$ cat src/rtl/dbsz_pkg.sv
package dbsz_pkg;
  localparam int OP_BYTES = 4;
  localparam int OPW      = 8 * OP_BYTES;
  localparam int BUSW     = 16;
  localparam int CNTW     = $clog2(OP_BYTES + 1);

  typedef enum logic [1:0] {ST_IDLE, ST_CYC, ST_GAP} st_e;

  typedef enum logic [2:0] {
    T_WAIT, T_PORT8, T_PORT16, T_BERR, T_BHALT, T_RSVD, T_AVEC
  } term_e;

  function automatic logic [CNTW-1:0] size_bytes(input logic [1:0] s);
    case (s)
      2'd0:    return CNTW'(1);
      2'd1:    return CNTW'(2);
      default: return CNTW'(OP_BYTES);
    endcase
  endfunction
endpackage

$ cat src/rtl/dbsz_term.sv
module dbsz_term
  import dbsz_pkg::*;
(
  input  logic [1:0] dsack_ni,
  input  logic       berr_ni,
  input  logic       halt_ni,
  input  logic       avec_ni,
  input  logic       iack_i,
  output term_e      term_o
);
  // bus error outranks everything; reserved code next; autovector only in iack
  always_comb begin
    if (!berr_ni)                 term_o = halt_ni ? T_BERR : T_BHALT;
    else if (dsack_ni == 2'b00)   term_o = T_RSVD;
    else if (iack_i && !avec_ni)  term_o = T_AVEC;
    else begin
      case (dsack_ni)
        2'b10:   term_o = T_PORT8;
        2'b01:   term_o = T_PORT16;
        default: term_o = T_WAIT;
      endcase
    end
  end
endmodule

$ cat src/rtl/dbsz_lane.sv
module dbsz_lane
  import dbsz_pkg::*;
(
  input  logic            addr0_i,
  input  logic [CNTW-1:0] rem_i,
  input  logic            port16_i,
  input  logic [OPW-1:0]  wsh_i,
  input  logic [OPW-1:0]  rsh_i,
  input  logic [BUSW-1:0] din_i,
  output logic [BUSW-1:0] dout_o,
  output logic [CNTW-1:0] moved_o,
  output logic [OPW-1:0]  wsh_nxt_o,
  output logic [OPW-1:0]  rsh_nxt_o
);
  logic       two_b;
  logic [7:0] rbyte;

  assign two_b   = port16_i && !addr0_i && (rem_i >= CNTW'(2));
  assign moved_o = two_b ? CNTW'(2) : CNTW'(1);

  // next pending byte always sits on the upper lane
  assign dout_o = addr0_i ? {2{wsh_i[OPW-1 -: 8]}} : wsh_i[OPW-1 -: BUSW];

  assign rbyte = (port16_i && addr0_i) ? din_i[7:0] : din_i[BUSW-1 -: 8];

  assign rsh_nxt_o = two_b ? {rsh_i[OPW-BUSW-1:0], din_i} : {rsh_i[OPW-9:0], rbyte};
  assign wsh_nxt_o = two_b ? {wsh_i[OPW-BUSW-1:0], {BUSW{1'b0}}} : {wsh_i[OPW-9:0], 8'h00};
endmodule

$ cat src/rtl/dbsz_ctrl.sv
module dbsz_ctrl
  import dbsz_pkg::*;
#(
  parameter int AW = 24
) (
  input  logic            clk_i,
  input  logic            rst_ni,
  input  logic            req_i,
  input  logic            req_rd_i,
  input  logic            req_iack_i,
  input  logic [1:0]      req_size_i,
  input  logic [AW-1:0]   req_addr_i,
  input  logic [OPW-1:0]  req_wdata_i,
  output logic            busy_o,
  output logic            done_o,
  output logic [OPW-1:0]  rdata_o,
  output logic            err_o,
  output logic            berr_halt_o,
  output logic            avec_o,
  output logic            as_no,
  output logic            bus_rw_o,
  output logic            bus_iack_o,
  output logic [AW-1:0]   bus_addr_o,
  output logic [1:0]      bus_siz_o,
  output logic [BUSW-1:0] bus_dout_o,
  input  logic [BUSW-1:0] bus_din_i,
  input  logic [1:0]      dsack_ni,
  input  logic            berr_ni,
  input  logic            halt_ni,
  input  logic            avec_ni
);
  st_e             st_q;
  logic [AW-1:0]   addr_q;
  logic [CNTW-1:0] rem_q;
  logic            rd_q, iack_q;
  logic [OPW-1:0]  wsh_q, rsh_q;
  logic            done_q, err_q, bhalt_q, avec_q;

  term_e           term;
  logic [CNTW-1:0] moved;
  logic [OPW-1:0]  wsh_nxt, rsh_nxt, wsh_load;

  dbsz_term u_term (
    .dsack_ni (dsack_ni),
    .berr_ni  (berr_ni),
    .halt_ni  (halt_ni),
    .avec_ni  (avec_ni),
    .iack_i   (iack_q),
    .term_o   (term)
  );

  dbsz_lane u_lane (
    .addr0_i   (addr_q[0]),
    .rem_i     (rem_q),
    .port16_i  (term == T_PORT16),
    .wsh_i     (wsh_q),
    .rsh_i     (rsh_q),
    .din_i     (bus_din_i),
    .dout_o    (bus_dout_o),
    .moved_o   (moved),
    .wsh_nxt_o (wsh_nxt),
    .rsh_nxt_o (rsh_nxt)
  );

  // left-align write operand so OP0 sits at the top
  always_comb begin
    case (req_size_i)
      2'd0:    wsh_load = {req_wdata_i[7:0], {(OPW-8){1'b0}}};
      2'd1:    wsh_load = {req_wdata_i[15:0], {(OPW-16){1'b0}}};
      default: wsh_load = req_wdata_i;
    endcase
  end

  always_ff @(posedge clk_i or negedge rst_ni) begin
    if (!rst_ni) begin
      st_q    <= ST_IDLE;
      addr_q  <= '0;
      rem_q   <= '0;
      rd_q    <= 1'b0;
      iack_q  <= 1'b0;
      wsh_q   <= '0;
      rsh_q   <= '0;
      done_q  <= 1'b0;
      err_q   <= 1'b0;
      bhalt_q <= 1'b0;
      avec_q  <= 1'b0;
    end else begin
      done_q <= 1'b0;
      case (st_q)
        ST_IDLE: begin
          if (req_i) begin
            st_q    <= ST_CYC;
            addr_q  <= req_addr_i;
            rem_q   <= size_bytes(req_size_i);
            rd_q    <= req_rd_i;
            iack_q  <= req_iack_i;
            wsh_q   <= wsh_load;
            rsh_q   <= '0;
            err_q   <= 1'b0;
            bhalt_q <= 1'b0;
            avec_q  <= 1'b0;
          end
        end
        ST_CYC: begin
          case (term)
            T_PORT8, T_PORT16: begin
              addr_q <= addr_q + AW'(moved);
              rem_q  <= rem_q - moved;
              wsh_q  <= wsh_nxt;
              if (rd_q) rsh_q <= rsh_nxt;
              if (rem_q == moved) begin
                st_q   <= ST_IDLE;
                done_q <= 1'b1;
              end else begin
                st_q <= ST_GAP;
              end
            end
            T_BERR, T_BHALT, T_RSVD: begin
              st_q    <= ST_IDLE;
              done_q  <= 1'b1;
              err_q   <= 1'b1;
              bhalt_q <= (term == T_BHALT);
            end
            T_AVEC: begin
              st_q   <= ST_IDLE;
              done_q <= 1'b1;
              avec_q <= 1'b1;
            end
            default: ;
          endcase
        end
        default: st_q <= ST_CYC;
      endcase
    end
  end

  assign busy_o      = (st_q != ST_IDLE);
  assign done_o      = done_q;
  assign rdata_o     = rsh_q;
  assign err_o       = err_q;
  assign berr_halt_o = bhalt_q;
  assign avec_o      = avec_q;
  assign as_no       = (st_q != ST_CYC);
  assign bus_rw_o    = rd_q;
  assign bus_iack_o  = iack_q;
  assign bus_addr_o  = addr_q;
  assign bus_siz_o   = rem_q[1:0];
endmodule

$ cat config.mk
export PLATFORM = sky130hd
export DESIGN_NAME = dbsz_ctrl
export DESIGN_NICKNAME = d
export VERILOG_FILES = /design/src/rtl/dbsz_pkg.sv /design/src/rtl/dbsz_term.sv /design/src/rtl/dbsz_lane.sv /design/src/rtl/dbsz_ctrl.sv
export SDC_FILE = /design/constraint.sdc
export NUM_CORES = 1
export LEC_CHECK = 0
export ABC_AREA = 1
export BUFFER_PORTS_ARGS = -buffer_cell sky130_fd_sc_hd__buf_2
export CAP_MARGIN = 20
export CORE_MARGIN = 2
export CORE_UTILIZATION = 49
export CTS_CLUSTER_SIZE = 25
export DETAILED_ROUTE_END_ITERATION = 16
export PLACE_DENSITY_LB_ADDON = 0.3
export SYNTH_ARGS = -nofsm -noshare
export SYNTH_HDL_FRONTEND = slang
export SYNTH_SLANG_ARGS = --single-unit
$ cat constraint.sdc
create_clock -name clk_i -period 2.48 [get_ports clk_i]
set_input_delay 0 -clock clk_i [delete_from_list [all_inputs] [get_ports clk_i]]
set_output_delay 0 -clock clk_i [all_outputs]
set_load 0.05 [all_outputs]
==> Implementation_results.wiki, run 1 <==
{| class="wikitable"
! Metric !! Value
|-
| Library cell with the highest instance count after synthesis || sky130_fd_sc_hd__nand2_1
|-
| Final number of max-transition violations || 0
|-
| CTS tree || done
|-
| Synth-to-Final Area Change || 28.6%
|-
| Max VDD drop || 1.07 mV
|-
| Last weighted congestion value of the routability-driven placer || 0.902
|-
| Number of global-route vias before repair || 6169
|-
| Routing usage on met3 || 0.0381
|-
| Worst-case clock skew || 0.00710 ns
|-
| Worst-case headroom to the max-slew limit || 0.682
|-
| Die width || 117 um
|-
| FMAX || 444 MHz
|-
| Post-route antenna net violation count || 0
|-
| Vias || 6880
|-
| Height of the die || 117 um
|-
| Required time at the endpoint of the critical path || 2.73 ns
|-
| Dominant combinational cell family by area after synthesis || simple AND/OR/NAND/NOR gates
|-
| Antenna violations before repair || 0
|-
| Cell chosen for the clock root || sky130_fd_sc_hd__clkbuf_16
|-
| Starting density of the core || 0.499
|-
| Proportion of netlist area held by the largest area contributor || 0.395
|-
| Post-Place Setup Slack || 0.170 ns
|-
| Share of synthesized cell area in and, or, nand and nor gates || 0.407
|-
| Yosys reg bits || 99
|-
| Kind of critical path || flop to flop
|-
| IO Pins || 166
|-
| Post-CTS clock slew at the launch and capture registers of the worst setup and hold paths || 0.07 ns
|-
| Busiest grt layer || met2
|-
| Mapped Nets || 1048
|-
| Data arrival, critical path || 2.50 ns
|-
| Syn_area_per_cell || 6.54 um2
|-
| Pwr Density || 1280 mW/mm2
|-
| Biggest fanout along the worst timing path || 7
|-
| Final Routed Wirelength || 19000 um
|-
| Switching power as a share of total power || 0.560
|-
| Number of placed instances, taps included || 1256
|-
| Synthesized cell area || 0.00628 mm2
|-
| Portion of total power attributed to the clock network || 0.132
|-
| Global-route usage over all layers || 0.281
|-
| Result of the run || completed
|-
| Slew of the pin with the lowest slew margin || 0.478 ns
|-
| Worst-skew pair later-pin latency || 0.36 ns
|-
| Yosys top cell by area || sky130_fd_sc_hd__dfrtp_1
|-
| Cell count after synthesis || 959
|-
| Area of the die || 0.0137 mm2
|-
| Netlist cell types || 35
|-
| Residual overflow from global routing || 0
|-
| Number of inserted diodes || 0
|-
| Routing usage on met2 || 0.449
|-
| Compound-cell area share of the yosys netlist || 0.0897
|-
| Design internal power || 4.56 mW
|-
| Critical Path Start Type || flop
|-
| Grt met1 use || 0.394
|-
| Maximum number of pins on one net before global-route repair || 74
|-
| Cells taking the most area after synthesis || sky130_fd_sc_hd__dfrtp_1, sky130_fd_sc_hd__nand2_1, sky130_fd_sc_hd__nand3_1, sky130_fd_sc_hd__nor2_1, sky130_fd_sc_hd__inv_1
|-
| Remaining design rule violation count || 0
|-
| Number of design-rule violations left by the first detailed-router iteration || 533
|-
| Final critical-path required period || 2.25 ns
|-
| Sequential fraction of the synthesis area || 0.395
|-
| Mean routed wirelength per cell || 14.2 um
|-
| Number of optimization iterations in the first detailed-route pass || 5
|-
| Number of nets in the layout || 1245
|-
| Top cell types by occurrence after synthesis || sky130_fd_sc_hd__nand2_1, sky130_fd_sc_hd__dfrtp_1, sky130_fd_sc_hd__nor2_1, sky130_fd_sc_hd__inv_1, sky130_fd_sc_hd__nand3_1
|-
| Placement-stage cell area || 0.00718 mm2
|-
| Parity-gate share of the synthesized area counting xor and xnor cells || 0.00279
|-
| Final setup viols || 0
|-
| Port Buffer Count || 165
|-
| Final worst path period share || 0.908
|-
| Number of synthesized flops with an enable pin || 0
|-
| Proportion of synthesized area in mux cells || 0
|-
| TritonCTS Buffers || 9
|-
| Non-Filler Cell Area, Final || 0.00807 mm2
|-
| Share of post-route cells with drive strength above 1 || 0.197
|-
| PnR worst setup slack || 0.228 ns
|-
| Number of clock sinks || 99
|-
| Maxcap violations || 0
|-
| Clk buf depth || 2
|-
| Area of the core || 0.0126 mm2
|-
| Final Hold Viols || 0
|-
| Placement row count || 41
|-
| Sum of net half-perimeters after detailed placement || 12400 um
|-
| Relative contribution of sequential cells to total power || 0.283
|-
| Wire length of the first global-routing pass || 30200 um
|-
| Static power due to leakage || 4.47 nW
|-
| Synthesis warning total || 0
|-
| Classification of the worst-slack hold path || primary input to flop
|-
| Area share of fa/ha/maj cells after synthesis || 0.0112
|-
| Capturing element type of the critical path || flop
|-
| Most frequently used flop master after synthesis || sky130_fd_sc_hd__dfrtp_1
|-
| Share of total power in combinational logic || 0.585
|-
| Power dissipated by switching net loads || 5.81 mW
|-
| Via-to-Cell Ratio || 5.16
|-
| Layout Cells excl Fill || 1333
|-
| Count of H-tree levels built during CTS || 3
|-
| Post-synthesis async set-or-reset flop share || 1.00
|}
sequential cells by signal, indices dropped and copies added (netlist names):
register and count:
rdata_o 32, wsh_q 32, bus_addr_o 24, rem_q 3
st_q 2, avec_o 1, berr_halt_o 1, bus_iack_o 1
bus_rw_o 1, done_o 1, err_o 1
path summary, 6_finish.rpt:
path | slack (ns) | from | cells past startpoint | endpoint
setup / recovery | 0.23 | bus_iack_o$_DFFE_PN0P_ | 18 | bus_addr_o[17]$_DFFE_PN0P_
hold / removal | 0.01 | req_addr_i[2] | 5 | bus_addr_o[2]$_DFFE_PN0P_
setup reg to reg | 0.23 | bus_iack_o$_DFFE_PN0P_ | 18 | bus_addr_o[17]$_DFFE_PN0P_
hold reg to reg | 0.48 | rdata_o[29]$_DFFE_PN0P_ | 2 | rdata_o[29]$_DFFE_PN0P_
max in group asynchronous | 1.68 | rst_ni | 3 | wsh_q[17]$_DFFE_PN0P_
min in group asynchronous | 0.12 | rst_ni | 2 | bus_addr_o[10]$_DFFE_PN0P_
layout make-up:
type | instances | area, um2
repair buffers | 244 | 1600
clock inverters | 6 | 50.0
flip-flops and latches | 99 | 2480
multi-input cells | 732 | 3240
inverters | 70 | 264
well taps | 172 | 215
fillers | 1165 | 4500
clock buffers | 10 | 229
per-stage QoR:
step	power, mW	hold slack (ns)	TNS [ns]	utilization
final	10.4	0.0112	0	0.642
after global routing	11.1	0.0357	-0.00892	0.642
after CTS	10.3	0.000697	0	0.637
after detailed placement	8.87	-0.0309	0	0.571
after global placement	8.80	-0.0294	0	0.571
after floorplan	7.46	-0.296	0	-
what timing repair did:
| item | in CTS | in global routing |
|---|---|---|
| buffers inserted | 0 | 6 |
| hold endpoints to repair | 128 | 0 |
| setup endpoints to repair | 0 | 12 |
| hold buffers | 55 | 0 |
| resized for setup | 0 | 6 |
cells in the final DEF (no fill, tap or decap), types with 4 or more instances in the layout:
cell type	netlist	layout
sky130_fd_sc_hd__a21oi_1	36	36
sky130_fd_sc_hd__buf_2	22	164
sky130_fd_sc_hd__buf_4	14	22
sky130_fd_sc_hd__clkbuf_16	0	9
sky130_fd_sc_hd__clkinvlp_4	0	4
sky130_fd_sc_hd__dfrtp_1	99	98
sky130_fd_sc_hd__dlygate4sd3_1	0	55
sky130_fd_sc_hd__ha_1	4	4
sky130_fd_sc_hd__inv_1	65	63
sky130_fd_sc_hd__inv_2	2	4
sky130_fd_sc_hd__nand2_1	444	440
sky130_fd_sc_hd__nand3_1	65	65
sky130_fd_sc_hd__nand4_1	25	25
sky130_fd_sc_hd__nor2_1	76	71
sky130_fd_sc_hd__nor2_2	0	4
sky130_fd_sc_hd__nor3_1	4	4
sky130_fd_sc_hd__o211a_1	8	8
sky130_fd_sc_hd__o21ai_0	37	37
sky130_fd_sc_hd__o21ai_1	9	9
sky130_fd_sc_hd__or2_2	5	5
power by group through the flow:
| stage | sequential, mW | combinational (mW) | clock [mW] |
|---|---|---|---|
| 3_5_place_dp | 2.92 | 5.94 | 0 |
| 5_1_grt | 3.01 | 6.63 | 1.44 |
| 3_3_place_gp | 2.92 | 5.88 | 0 |
| 4_1_cts | 2.90 | 6.02 | 1.38 |
| 6_report | 2.93 | 6.07 | 1.37 |
| 2_1_floorplan | 4.04 | 3.42 | 0 |
cell families after synthesis:
| family | after synthesis |
|---|---|
| AO/OA/AOI/OAI | 99 |
| AND/OR/NAND/NOR | 626 |
| buffers and inverters | 128 |
| flip-flops | 99 |
| XOR/XNOR | 2 |
| adder cells (fa/ha/maj) | 5 |
metal layers:
metal  vias up  wire [um]
li1       3409          -
met1      3114       8520
met2       330       8690
met3        27       1400
met4         0        378
met5         -          0
worst max-delay path, stage by stage, from the launching register on:
cell and delay, ns:
sky130_fd_sc_hd__dfrtp_2 0.43, sky130_fd_sc_hd__nand2_2 0.10, sky130_fd_sc_hd__nor2_1 0.05, sky130_fd_sc_hd__nor2_2 0.17, sky130_fd_sc_hd__nor2_4 0.07, sky130_fd_sc_hd__nand3_4 0.10, sky130_fd_sc_hd__inv_2 0.05, sky130_fd_sc_hd__ha_1 0.28
sky130_fd_sc_hd__nand2_1 0.07, sky130_fd_sc_hd__nand2_1 0.10, sky130_fd_sc_hd__nand2_4 0.09, sky130_fd_sc_hd__inv_2 0.10, sky130_fd_sc_hd__nand2_2 0.08, sky130_fd_sc_hd__nor2_2 0.12, sky130_fd_sc_hd__nand4_1 0.10, sky130_fd_sc_hd__nand2_1 0.08
sky130_fd_sc_hd__nand2_1 0.05, sky130_fd_sc_hd__nand2_1 0.07, sky130_fd_sc_hd__nand2_1 0.04
Power figures use the tool's default switching activity.
==> run 2: changes to the inputs <==
RECOVER_POWER = 50   (was not set)
==> run 2 against run 1 <==
  * The flow now finishes with violations (capacitance limit, slew limit)
  * Cell count did not move
  * Clock power about the same
  * Wire length about the same
  * Setup slack is essentially flat
  * Highest routed layer unchanged
  * Cell area fell by 0.71%
  * Largest cell class unchanged
  * Critical endpoint unchanged
==> Implementation_results.wiki, run 2 (synthesis results as in run 1) <==
{| class="wikitable"
! Metric !! Value
|-
| Reg-to-reg slack, setup || 0.23 ns
|-
| Mean routed wirelength per cell || 14.3 um
|-
| Synth-to-Final Area Change || 27.7%
|-
| Vias || 6932
|-
| Final setup viols || 0
|-
| Height of the die || 117 um
|-
| Post-route antenna net violation count || 0
|-
| Worst-case clock skew || 0.00951 ns
|-
| Share of total power in combinational logic || 0.582
|-
| Port Buffer Count || 165
|-
| Via-to-Cell Ratio || 5.20
|-
| Final critical-path required period || 2.25 ns
|-
| Most common cell after layout, fill and taps aside || sky130_fd_sc_hd__nand2_1
|-
| Leading cell types in the layout, fill and taps excluded || sky130_fd_sc_hd__nand2_1, sky130_fd_sc_hd__buf_2, sky130_fd_sc_hd__dfrtp_1
|-
| FMAX || 444 MHz
|-
| Required time at the endpoint of the critical path || 2.73 ns
|-
| Power dissipated by switching net loads || 5.82 mW
|-
| Post-CTS clock slew at the launch and capture registers of the worst setup and hold paths || 0.07 ns
|-
| Die width || 117 um
|-
| Number of inserted diodes || 0
|-
| TritonCTS Buffers || 9
|-
| Final Routed Wirelength || 19000 um
|-
| Number of global-route vias before repair || 6169
|-
| Capturing element type of the critical path || flop
|-
| Maximum number of pins on one net before global-route repair || 74
|-
| Starting density of the core || 0.499
|-
| Area of the die || 0.0137 mm2
|-
| Final design utilization || 0.638
|-
| Layout Cells excl Fill || 1333
|-
| Total power of the final layout || 10.3 mW
|-
| Placement row count || 41
|-
| Worst hold slack across all endpoints || 0.00810 ns
|-
| CTS tree || done
|-
| Final worst path period share || 0.908
|-
| Share of post-route cells with drive strength above 1 || 0.161
|-
| Slew of the pin with the lowest slew margin || 1.77 ns
|-
| Clk buf depth || 2
|-
| Final Hold Viols || 0
|-
| Setup tns final || 0 ns
|-
| Static power due to leakage || 4.31 nW
|-
| Number of design-rule violations left by the first detailed-router iteration || 601
|-
| Portion of total power attributed to the clock network || 0.133
|-
| Number of clock sinks || 99
|-
| Wire length of the first global-routing pass || 30200 um
|-
| Antenna violations before repair || 0
|-
| Number of nets in the layout || 1245
|-
| Area of the core || 0.0126 mm2
|-
| Kind of critical path || flop to flop
|-
| Result of the run || finished, violations left
|-
| Pwr Density || 1290 mW/mm2
|-
| Max VDD drop || 1.06 mV
|-
| Classification of the worst-slack hold path || primary input to flop
|-
| Last weighted congestion value of the routability-driven placer || 0.902
|-
| Relative contribution of sequential cells to total power || 0.285
|-
| Worst-skew pair later-pin latency || 0.36 ns
|-
| Switching power as a share of total power || 0.564
|-
| Sum of net half-perimeters after detailed placement || 12400 um
|-
| Critical Path Start Type || flop
|-
| Remaining design rule violation count || 0
|-
| Final number of max-transition violations || 30
|-
| Global-route usage over all layers || 0.281
|-
| Biggest fanout along the worst timing path || 7
|-
| Design internal power || 4.49 mW
|-
| IO Pins || 166
|-
| Residual overflow from global routing || 0
|-
| Worst-case headroom to the max-slew limit || -0.179
|-
| Failing checks || capacitance limit, slew limit
|-
| Count of H-tree levels built during CTS || 3
|-
| Number of optimization iterations in the first detailed-route pass || 8
|-
| Maxcap violations || 1
|-
| Cell chosen for the clock root || sky130_fd_sc_hd__clkbuf_16
|-
| Number of placed instances, taps included || 1256
|-
| Data arrival, critical path || 2.50 ns
|}
## run 2: worst max-delay path, cell delays in order, from the launching register on
cell                      delay, ns
sky130_fd_sc_hd__dfrtp_2       0.43
sky130_fd_sc_hd__nand2_2       0.10
sky130_fd_sc_hd__nor2_1        0.05
sky130_fd_sc_hd__nor2_2        0.17
sky130_fd_sc_hd__nor2_4        0.07
sky130_fd_sc_hd__nand3_4       0.10
sky130_fd_sc_hd__inv_2         0.05
sky130_fd_sc_hd__ha_1          0.28
sky130_fd_sc_hd__nand2_1       0.07
sky130_fd_sc_hd__nand2_1       0.10
sky130_fd_sc_hd__nand2_4       0.09
sky130_fd_sc_hd__inv_2         0.10
sky130_fd_sc_hd__nand2_2       0.08
sky130_fd_sc_hd__nor2_2        0.12
sky130_fd_sc_hd__nand4_1       0.10
sky130_fd_sc_hd__nand2_1       0.08
sky130_fd_sc_hd__nand2_1       0.05
sky130_fd_sc_hd__nand2_1       0.07
sky130_fd_sc_hd__nand2_1       0.04
## run 2: final timing paths
path	end	start	cells past startpoint
setup reg to reg	bus_addr_o[17]$_DFFE_PN0P_	bus_iack_o$_DFFE_PN0P_	18
setup / recovery	bus_addr_o[17]$_DFFE_PN0P_	bus_iack_o$_DFFE_PN0P_	18
hold / removal	bus_addr_o[2]$_DFFE_PN0P_	req_addr_i[2]	5
min in group asynchronous	bus_addr_o[16]$_DFFE_PN0P_	rst_ni	2
hold reg to reg	rdata_o[30]$_DFFE_PN0P_	rdata_o[30]$_DFFE_PN0P_	2
max in group asynchronous	wsh_q[24]$_DFFE_PN0P_	rst_ni	3
## run 2: area by class of cell
type	count	area, um2
multi-input combinational	732	3240
fill	1190	4550
clock inverter	6	50.0
tap	172	215
sequential	99	2480
inverter	70	264
timing repair buffer	244	1540
clock buffer	10	229
## run 2: power by group through the flow
stage	logic (mW)	clock network, mW	registers [mW]
floorplan	3.42	0	4.04
global placement	5.88	0	2.92
detailed placement	5.94	0	2.92
CTS	6.02	1.38	2.90
global route	6.55	1.44	3.02
finish	6.01	1.37	2.94
## run 2: layer usage
| metal | vias up | part of all wire | wire (um) | GRT usage |
|---|---|---|---|---|
| met5 | - | 0 | 0 | 0 |
| met4 | 0 | 0.020 | 372 | 0.0988 |
| met3 | 25 | 0.077 | 1460 | 0.0381 |
| met2 | 320 | 0.46 | 8680 | 0.449 |
| met1 | 3178 | 0.45 | 8500 | 0.394 |
| li1 | 3409 | - | - | - |
## run 2: per-stage QoR
stage	instance area, um2	setup slack [ns]
6_report	8020	0.227
5_1_grt	8020	-0.00615
4_1_cts	8010	0.113
3_5_place_dp	7180	0.170
3_3_place_gp	7180	0.277
2_1_floorplan	6290	0.00370
## run 2: repair_timing
action                                  in CTS  in global routing
setup buffers                                0                  6
endpoints found under the hold margin      128                  0
gates resized for setup                      0                  6
hold buffers                                55                  0
endpoints found under the setup margin       0                 12
